--- src/rtl/pcmp_pkg.sv ---
package pcmp_pkg;

    // Decision class taken from the registered top bits
    typedef enum logic [1:0] {
        DEC_TIE    = 2'd0,
        DEC_A_WINS = 2'd1,
        DEC_B_WINS = 2'd2
    } dec_e;

endpackage

--- src/rtl/pcmp_precomp.sv ---
module pcmp_precomp
    import pcmp_pkg::*;
(
    input  logic a_top_i,     // incoming top bit of A
    input  logic b_top_i,     // incoming top bit of B
    input  logic a_top_q_i,   // registered top bit of A
    input  logic b_top_q_i,   // registered top bit of B
    output logic load_en_o,   // lower-field register enable
    output dec_e dec_o
);

    // Lower fields are only worth capturing when the top bits tie
    always_comb begin
        load_en_o = ~(a_top_i ^ b_top_i);
    end

    always_comb begin
        unique case ({a_top_q_i, b_top_q_i})
            2'b10:   dec_o = DEC_A_WINS;
            2'b01:   dec_o = DEC_B_WINS;
            default: dec_o = DEC_TIE;
        endcase
    end

endmodule

--- src/rtl/pcmp_lower_cmp.sv ---
module pcmp_lower_cmp #(
    parameter int LOW_W = 15
) (
    input  logic [LOW_W-1:0] a_lo_i,
    input  logic [LOW_W-1:0] b_lo_i,
    output logic             gt_o
);

    always_comb begin
        gt_o = (a_lo_i > b_lo_i);
    end

endmodule

--- src/rtl/pcmp_gt_compare.sv ---
module pcmp_gt_compare
    import pcmp_pkg::*;
#(
    parameter int WIDTH = 16
) (
    input  logic             clk,
    input  logic             rst,
    input  logic [WIDTH-1:0] a_in,
    input  logic [WIDTH-1:0] b_in,
    output logic             gt_o
);

    localparam int LOW_W = WIDTH - 1;
    localparam int TOP   = WIDTH - 1;

    logic             a_top_q, b_top_q;
    logic [LOW_W-1:0] a_lo_q, b_lo_q;
    logic             load_en;
    logic             lo_gt;
    logic             gt_next;
    logic             gt_q;
    dec_e             dec;

    pcmp_precomp u_precomp (
        .a_top_i   (a_in[TOP]),
        .b_top_i   (b_in[TOP]),
        .a_top_q_i (a_top_q),
        .b_top_q_i (b_top_q),
        .load_en_o (load_en),
        .dec_o     (dec)
    );

    pcmp_lower_cmp #(.LOW_W(LOW_W)) u_lower (
        .a_lo_i (a_lo_q),
        .b_lo_i (b_lo_q),
        .gt_o   (lo_gt)
    );

    // Top bits: captured on every edge
    always_ff @(posedge clk) begin
        if (rst) begin
            a_top_q <= 1'b0;
            b_top_q <= 1'b0;
        end else begin
            a_top_q <= a_in[TOP];
            b_top_q <= b_in[TOP];
        end
    end

    // Lower fields: captured only on a top-bit tie
    always_ff @(posedge clk) begin
        if (rst) begin
            a_lo_q <= '0;
            b_lo_q <= '0;
        end else if (load_en) begin
            a_lo_q <= a_in[LOW_W-1:0];
            b_lo_q <= b_in[LOW_W-1:0];
        end
    end

    // Next flag chosen by decision state
    always_comb begin
        unique case (dec)
            DEC_A_WINS: gt_next = 1'b1;
            DEC_B_WINS: gt_next = 1'b0;
            DEC_TIE:    gt_next = lo_gt;
            default:    gt_next = 1'b0;
        endcase
    end

    always_ff @(posedge clk) begin
        if (rst) gt_q <= 1'b0;
        else     gt_q <= gt_next;
    end

    assign gt_o = gt_q;

    // flag cleared after reset
    assert_reset_clear_R1: assert property (@(posedge clk) disable iff (rst)
        $past(rst) |-> !gt_o);

    // top bits follow the inputs every cycle
    assert_top_track_R2: assert property (@(posedge clk) disable iff (rst)
        !$past(rst) |-> (a_top_q == $past(a_in[TOP])) && (b_top_q == $past(b_in[TOP])));

    // lower fields loaded on a tie
    assert_lower_load_R3: assert property (@(posedge clk) disable iff (rst)
        (!$past(rst) && $past(load_en)) |->
            (a_lo_q == $past(a_in[LOW_W-1:0])) && (b_lo_q == $past(b_in[LOW_W-1:0])));

    // lower fields frozen on a mismatch
    assert_lower_hold_R4: assert property (@(posedge clk) disable iff (rst)
        (!$past(rst) && !$past(load_en)) |-> $stable(a_lo_q) && $stable(b_lo_q));

    // top-bit mismatch forces the flag
    assert_a_wins_R5: assert property (@(posedge clk) disable iff (rst)
        (a_top_q && !b_top_q) |=> gt_o);
    assert_b_wins_R5: assert property (@(posedge clk) disable iff (rst)
        (!a_top_q && b_top_q) |=> !gt_o);

    // tie defers to the lower comparison
    assert_tie_lower_R6: assert property (@(posedge clk) disable iff (rst)
        (a_top_q == b_top_q) |=> (gt_o == $past(a_lo_q > b_lo_q)));

endmodule

--- config.mk ---
export PLATFORM = sky130hd
export DESIGN_NAME = pcmp_gt_compare
export DESIGN_NICKNAME = d
export VERILOG_FILES = /design/src/rtl/pcmp_pkg.sv /design/src/rtl/pcmp_precomp.sv /design/src/rtl/pcmp_lower_cmp.sv /design/src/rtl/pcmp_gt_compare.sv
export SDC_FILE = /design/constraint.sdc
export NUM_CORES = 1
export LEC_CHECK = 0
export ABC_CLOCK_PERIOD_IN_PS = 1300
export BUFFER_PORTS_ARGS = -buffer_cell sky130_fd_sc_hd__clkbuf_2
export CORE_ASPECT_RATIO = 1.5
export CORE_UTILIZATION = 40
export DETAILED_ROUTE_END_ITERATION = 8
export HOLD_SLACK_MARGIN = 0.12
export MAX_ROUTING_LAYER = met4
export PLACE_DENSITY = 0.73
export SYNTH_ARGS = -nofsm -noshare
export SYNTH_HDL_FRONTEND = slang
export SYNTH_SLANG_ARGS = --single-unit
--- constraint.sdc ---
create_clock -name clk -period 1.3 [get_ports clk]
set_input_delay 0.13 -clock clk [delete_from_list [all_inputs] [get_ports clk]]
set_output_delay 0.13 -clock clk [all_outputs]
set_load 0.01 [all_outputs]
==> results of run 1 <==
==> power breakdown <==
| group | switching, W | internal [W] | total (W) | leakage [nW] |
|---|---|---|---|---|
| Combinational | 0.000275 | 0.000320 | 0.000595 | 0.687 |
| Sequential | 0.0000475 | 0.00109 | 0.00114 | 0.277 |
| Clock | 0.000343 | 0.000419 | 0.000763 | 0.0443 |
==> area by class of cell <==
cell class / count / area share
flip-flops and latches: 33 / 0.290
well taps: 43 / 0.0230
inverters: 17 / 0.0273
clock buffers: 7 / 0.0369
multi-input cells: 137 / 0.380
repair buffers: 77 / 0.243
==> metrics by stage <==
stage,instances,TNS [ns],total power [W],area (sq um)
global placement,275,-0.144,0.00162,1860
finish,314,-0.181,0.00250,2340
detailed placement,275,-0.172,0.00164,1860
CTS,314,-0.158,0.00249,2280
floorplan,196,-0.0958,0.00146,1600
global route,314,-0.284,0.00265,2340
==> kinds of logic (layout without fill, tap and decap cells) <==
family                     count (synthesis)  count (layout)  synth area share
DFF                                       33              33             0.419
and+or+nand+nor                           74              74             0.190
AOI/OAI and AO/OA                         44              44             0.163
xor gates and xnor gates                   2               2            0.0159
buffers and inverters                     26             101            0.0785
adders and majority gates                 17              17             0.135
==> final timing paths <==
kind	cells past startpoint	to	slack, ns
max	6	gt_o$_SDFF_PP0_	-0.18
min	2	b_lo_q[6]$_SDFFE_PP0N_	0.16
max reg2reg	6	gt_o$_SDFF_PP0_	-0.18
min reg2reg	2	b_lo_q[10]$_SDFFE_PP0N_	0.45
==> registers in the layout (all words and copies together) (netlist names) <==
name	cells
gt_o	1
b_top_q	1
a_lo_q	15
a_top_q	1
b_lo_q	15
==> metal layers <==
layer  wire, um  global-route usage
met5          0                   -
met4         90              0.0842
met1       1430               0.193
met3         91              0.0421
met2       1770               0.348
==> cells in the mapped netlist <==
| master | instances | area [sq um] |
|---|---|---|
| o21ai_1 | 1 | 5.00 |
| xor2_2 | 1 | 16.3 |
| a21oi_2 | 7 | 61.3 |
| nand2b_1 | 1 | 6.26 |
| o41a_1 | 1 | 11.3 |
| ha_1 | 17 | 213 |
| nand3b_1 | 1 | 7.51 |
| o21ai_0 | 3 | 15.0 |
| nand4_1 | 3 | 18.8 |
| nor2b_1 | 2 | 12.5 |
| xnor2_1 | 1 | 8.76 |
| nand2_1 | 63 | 236 |
| nor2_1 | 2 | 7.51 |
| a211oi_1 | 1 | 7.51 |
| clkbuf_1 | 3 | 11.3 |
| a21oi_1 | 30 | 150 |
| nand3_1 | 2 | 10.0 |
| dfxtp_1 | 33 | 661 |
| buf_2 | 3 | 15.0 |
| a31oi_1 | 1 | 6.26 |
| buf_6 | 3 | 33.8 |
| inv_1 | 17 | 63.8 |
==> repair_timing <==
item / CTS / global route
cloned: 0 / 0
endpoints found under the hold margin: 30 / 0
buffers inserted: 2 / 0
pin swaps: 2 / 6
resized for setup: 9 / 12
hold buffers: 30 / 0
endpoints found under the setup margin: 1 / 1
==> critical path: stages, from the launching register on <==
cell and delay [ns]:
dfxtp_2 0.33, inv_1 0.06, ha_4 0.26, nand3_1 0.10
o41a_1 0.43, o21ai_1 0.14, a31oi_1 0.05
==> results by group, run 1 <==
Layout
  • Most frequent cells in the layout: nand2_1 (63), clkbuf_2 (34), a21oi_1 (30), dlygate4sd3_1 (30), dfxtp_1 (19)
  • Commonest non-fill, non-tap cell in the layout: nand2_1
  • Area occupied by multi-input gates: 888 sq um
  • N_diodes: 0
  • Layout Area Growth over Synthesis: 48.2%
  • Sequential cell area: 678 sq um
  • Nets: about 320
  • Layout fillers: around 350
  • Layout cells sized above 1: 0.314
  • Finished Core Util: 0.629

Timing
  • Hold Fails Final Rpt: 0
  • Skew final: slightly above 0.005 ns
  • Hold slack final: 0.160 ns
  • Min Tclk post-route: approximately 1.5 ns
  • Worst slew margin relative to its limit: 0.841
  • Final setup viols: 1
  • Fmax: ~680 MHz
  • Worst-margin pin slew: between 0.2 and 0.25 ns
  • RSZ-0062 raised after global routing: yes
  • Final Cycle Share: 1.14
  • Worst Setup Slack, final: -0.181 ns
  • Max-slew violations: 0

Pwr
  • Leakage: 1.01 nW
  • Pwr dens: approximately 1100 nW/um^2
  • Worst vdd ir: roughly 0.75 mV

Critical path
  • CP startpoint: b_lo_q[1]$_SDFFE_PP0N_
  • Worst EP arrival: between 1.5 and 2 ns
  • Critical path class: flip-flop to flip-flop
  • Critical R2R Launch: b_lo_q[1]$_SDFFE_PP0N_
  • Setup crit end kind: flip-flop
  • CP required: 1.46 ns
  • Crit Path Max Fanout: 2
  • Crit start category: flip-flop

Placement
  • Worst setup slack after placement: -0.172 ns
  • Final HPWL DP: between 2000 and 2500 um
  • GPL Wtd Cong: around 0.81
  • IO Port Bufs: 34

CTS
  • Root Buffer Master: clkbuf_8
  • Clock buffer depth: 2
  • H-tree Lvls: 2
  • TritonCTS Buffers: 5
  • CTS tree: built
  • Worst-path clk slew: 0.07 ns
  • Later-pin clock latency in the skew report: between 0.2 and 0.3 ns
  • Sink Count: 33

Drt
  • Post-Route WL: ~3400 um
  • DR WL/cell: about 11 um
  • First-pass detailed-route iteration total: 4
  • Total vias in the final route: approximately 1500
  • DRC viols: 0
  • Final ANT Viol Nets: 0
  • Vias/cell: between 4 and 5
  • Iter 0 DRT Violations: 30

Synth
  • Sequential fraction of the synthesis area: 0.419
  • Syn_area_per_cell: between 8 and 9 sq um
  • Mapped Nets: between 200 and 250
  • Synth Cell Area: around 1600 sq um
  • Ys Warns: 0
  • Syn Inst Count: between 150 and 200
  • Yosys cell types: 22
  • Synthesis-stage register bit count: 33

Floorplanning
  • Core Region: about 3700 sq um
  • Starting Density: 0.425
  • Row count: 27
  • Die H: 78.9 um
  • Die area: between 4000 and 5000 sq um
  • IO Pins: 35
  • Die width: approximately 53 um

Outcome
  • Status: finished with violations
  • Failing checks: negative setup slack

Global routing
  • First-pass GRT wire length: around 6000 um
  • GRT Overall Usage: 0.194
  • Grt ovf: 0
  • Number of global-route vias before repair: approximately 1500
  • Initial antenna violation count: 0
  • Largest net degree at the start of global routing: 24

Worst hold path
  • HP Start: rst
  • Worst hold-check path type: primary input to flip-flop

Job
  • Max Cap Viol: 0
Power figures use the tool's default switching activity.
==> run 2: changes to the inputs <==
CELL_PAD_IN_SITES_DETAIL_PLACEMENT = 1   (was not set)
CELL_PAD_IN_SITES_GLOBAL_PLACEMENT = 1   (was not set)
CORE_UTILIZATION = 35   (was 40)
PLACE_DENSITY = 0.84   (was 0.73)
==> results by group, run 2 (synthesis gave the netlist of run 1 again) <==
Pwr
  • Leakage: 0.989 nW (was 1.01 nW)
  • Clock power frac: 0.298 (was 0.305)
  • Comb pwr share: 0.245 (was 0.238)
  • Internal: 0.00178 W (was 0.00183 W)
  • Psw: 0.000720 W (was 0.000666 W)
  • Sw frac: 0.288 (was 0.266)
  • Pwr dens: 1080 nW/um^2 (was 1070 nW/um^2)
  • Power share of the sequential group: 0.457 (about the same)
  • Worst vdd ir: 0.567 mV (was 0.750 mV)

Floorplanning
  • Starting Density: 0.368 (was 0.425)
  • Die width: 56.8 um (was 53.3 um)
  • Die area: 4790 sq um (was 4200 sq um)
  • IO Pins: 35 (unchanged)
  • Row count: 29 (was 27)
  • Core Region: 4280 sq um (was 3720 sq um)
  • Die H: 84.2 um (was 78.9 um)

Layout
  • N_diodes: 0 (unchanged)
  • Largest registers: a_lo_q (15), b_lo_q (15) (unchanged)
  • Layout fillers: 528 (was 346)
  • Most frequent cells in the layout: nand2_1 (63), clkbuf_2 (34), a21oi_1 (30) (was nand2_1 (63), clkbuf_2 (34), a21oi_1 (30), dlygate4sd3_1 (30), dfxtp_1 (19))
  • Finished Core Util: 0.540 (was 0.629)
  • Layout Area Growth over Synthesis: 46.5% (was 48.2%)
  • Sequential cell area: 673 sq um (was 678 sq um)
  • Area occupied by multi-input gates: 888 sq um (unchanged)
  • Layout cells sized above 1: 0.291 (was 0.314)
  • Commonest non-fill, non-tap cell in the layout: nand2_1 (unchanged)
  • Nets: 318 (was 322)

Drt
  • Vias/cell: 5.04 (was 4.81)
  • DR WL/cell: 14.2 um (was 10.8 um)
  • First-pass detailed-route iteration total: 6 (was 4)
  • Post-Route WL: 4450 um (was 3390 um)
  • DRC viols: 1 (was 0)
  • Iter 0 DRT Violations: 30 (unchanged)
  • Total vias in the final route: 1583 (was 1510)
  • Final ANT Viol Nets: 0 (unchanged)

Critical path
  • Biggest cell delay along the critical path: 0.38 ns (was 0.43 ns)
  • Crit start category: flip-flop (unchanged)
  • Crit-path cells: inv_1 -> ha_1 -> nand4_1 -> o41a_1 -> o21ai_1 -> a31oi_1 (was inv_1 -> ha_4 -> nand3_1 -> o41a_1 -> o21ai_1 -> a31oi_1)
  • Critical path class: flip-flop to flip-flop (unchanged)
  • CP bufs+invs: 1 (unchanged)
  • Crit Path Max Fanout: 2 (unchanged)
  • Critical path's top delay family: compound AO/OA/AOI/OAI gates (unchanged)
  • CP required: 1.46 ns (about the same)
  • CP max stage cell: o41a_1 (unchanged)
  • Worst EP arrival: 1.71 ns (was 1.64 ns)
  • Setup crit end kind: flip-flop (unchanged)

Timing
  • Final Cycle Share: 1.19 (was 1.14)
  • Final setup viols: 1 (unchanged)
  • Hold Fails Final Rpt: 0 (unchanged)
  • Worst slew margin relative to its limit: 0.682 (was 0.841)
  • TNS Setup: -0.248 ns (was -0.181 ns)
  • RSZ-0062 raised after global routing: yes (unchanged)
  • Worst Setup Slack, final: -0.248 ns (was -0.181 ns)
  • Fmax: 646 MHz (was 675 MHz)
  • Max-slew violations: 0 (unchanged)
  • Skew final: 0.00454 ns (was 0.00503 ns)
  • Worst-margin pin slew: 0.477 ns (was 0.238 ns)
  • Min Tclk post-route: 1.55 ns (was 1.48 ns)

Job
  • Max Cap Viol: 0 (unchanged)

Global routing
  • GRT Overall Usage: 0.209 (was 0.194)
  • Largest net degree at the start of global routing: 31 (was 24)
  • Initial antenna violation count: 0 (unchanged)
  • First-pass GRT wire length: 7450 um (was 5960 um)
  • Grt ovf: 0 (unchanged)
  • Number of global-route vias before repair: 1695 (was 1535)

Placement
  • Final HPWL DP: 2960 um (was 2370 um)
  • GPL Wtd Cong: 0.738 (was 0.808)
  • IO Port Bufs: 34 (unchanged)

Outcome
  • Failing checks: design-rule violations, negative setup slack (was negative setup slack)
  • Status: finished with violations (unchanged)

CTS
  • Later-pin clock latency in the skew report: 0.28 ns (about the same)
  • TritonCTS Buffers: 5 (unchanged)
  • Worst-path clk slew: 0.07 ns (about the same)
  • Root Buffer Master: clkbuf_8 (unchanged)
  • Clock buffer depth: 2 (unchanged)
  • H-tree Lvls: 2 (unchanged)
  • CTS tree: built (unchanged)
  • Sink Count: 33 (unchanged)

Worst hold path
  • Worst hold-check path type: primary input to flip-flop (unchanged)
==> run 2: cell types whose count changed in the layout (fill, tap and decap cells not counted) <==
cell / delta
dfxtp_1: +4
inv_2: +1
dfxtp_2: -4
buf_12: +1
clkbuf_1: +2
dlygate4sd3_1: -1
clkbuf_8: -1
buf_4: -4
inv_1: -1
==> run 2: layout make-up <==
type,count,share of cell area
timing repair buffer,73,0.237
tap,46,0.0249
multi-input combinational,137,0.384
inverter,17,0.0276
clock buffer,8,0.0347
sequential,33,0.291
==> run 2: worst reg2reg max path, delay by kind of cell (launching register included) <==
family,cells,cell delay (ns)
adder cells (fa/ha/maj),1,0.29
AND/OR/NAND/NOR,1,0.19
AO/OA/AOI/OAI,3,0.58
buffers and inverters,1,0.04
flip-flops,1,0.33
==> run 2: worst paths after layout <==
kind	from	end	slack, ns	depth (start not counted)
max	b_lo_q[12]$_SDFFE_PP0N_	gt_o$_SDFF_PP0_	-0.25	6
min	a_in[0]	a_lo_q[0]$_SDFFE_PP0N_	0.13	3
max reg2reg	b_lo_q[12]$_SDFFE_PP0N_	gt_o$_SDFF_PP0_	-0.25	6
min reg2reg	b_lo_q[14]$_SDFFE_PP0N_	b_lo_q[14]$_SDFFE_PP0N_	0.45	2
==> run 2: power by group through the flow <==
stage	Clock (W)	Combinational (W)	Sequential, W
after floorplan	0	0.000319	0.00114
after global placement	0	0.000481	0.00115
after detailed placement	0	0.000513	0.00116
after CTS	0.000755	0.000606	0.00114
after global routing	0.000805	0.000687	0.00115
final	0.000745	0.000614	0.00114
==> run 2: routing by layer <==
layer / GRT usage / vias to the layer above / part of all wire
met3: 0.0385 / 16 / 0.027
met1: 0.181 / 754 / 0.35
met2: 0.403 / 37 / 0.58
met5: - / - / 0
met4: 0.126 / 0 / 0.043
li1: - / 776 / -
==> run 2: stage by stage <==
| step | cells | setup slack [ns] | cell area [sq um] | power [W] | hold WS [ns] |
|---|---|---|---|---|---|
| 5_1_grt | 314 | -0.311 | 2310 | 0.00264 | 0.144 |
| 3_3_place_gp | 277 | -0.148 | 1870 | 0.00163 | 0.355 |
| 4_1_cts | 314 | -0.265 | 2280 | 0.00250 | 0.137 |
| 2_1_floorplan | 196 | -0.0958 | 1600 | 0.00146 | 0.202 |
| 3_5_place_dp | 277 | -0.247 | 1870 | 0.00167 | 0.362 |
| 6_report | 314 | -0.248 | 2310 | 0.00250 | 0.133 |
==> run 2: timing repair <==
action / 4_1_cts / 5_1_grt
hold buffers: 29 / 0
pin swaps: 1 / 1
endpoints found under the hold margin: 29 / 0
cloned: 0 / 0
buffers inserted: 0 / 0
gates resized for setup: 9 / 9
setup endpoints to repair: 1 / 1
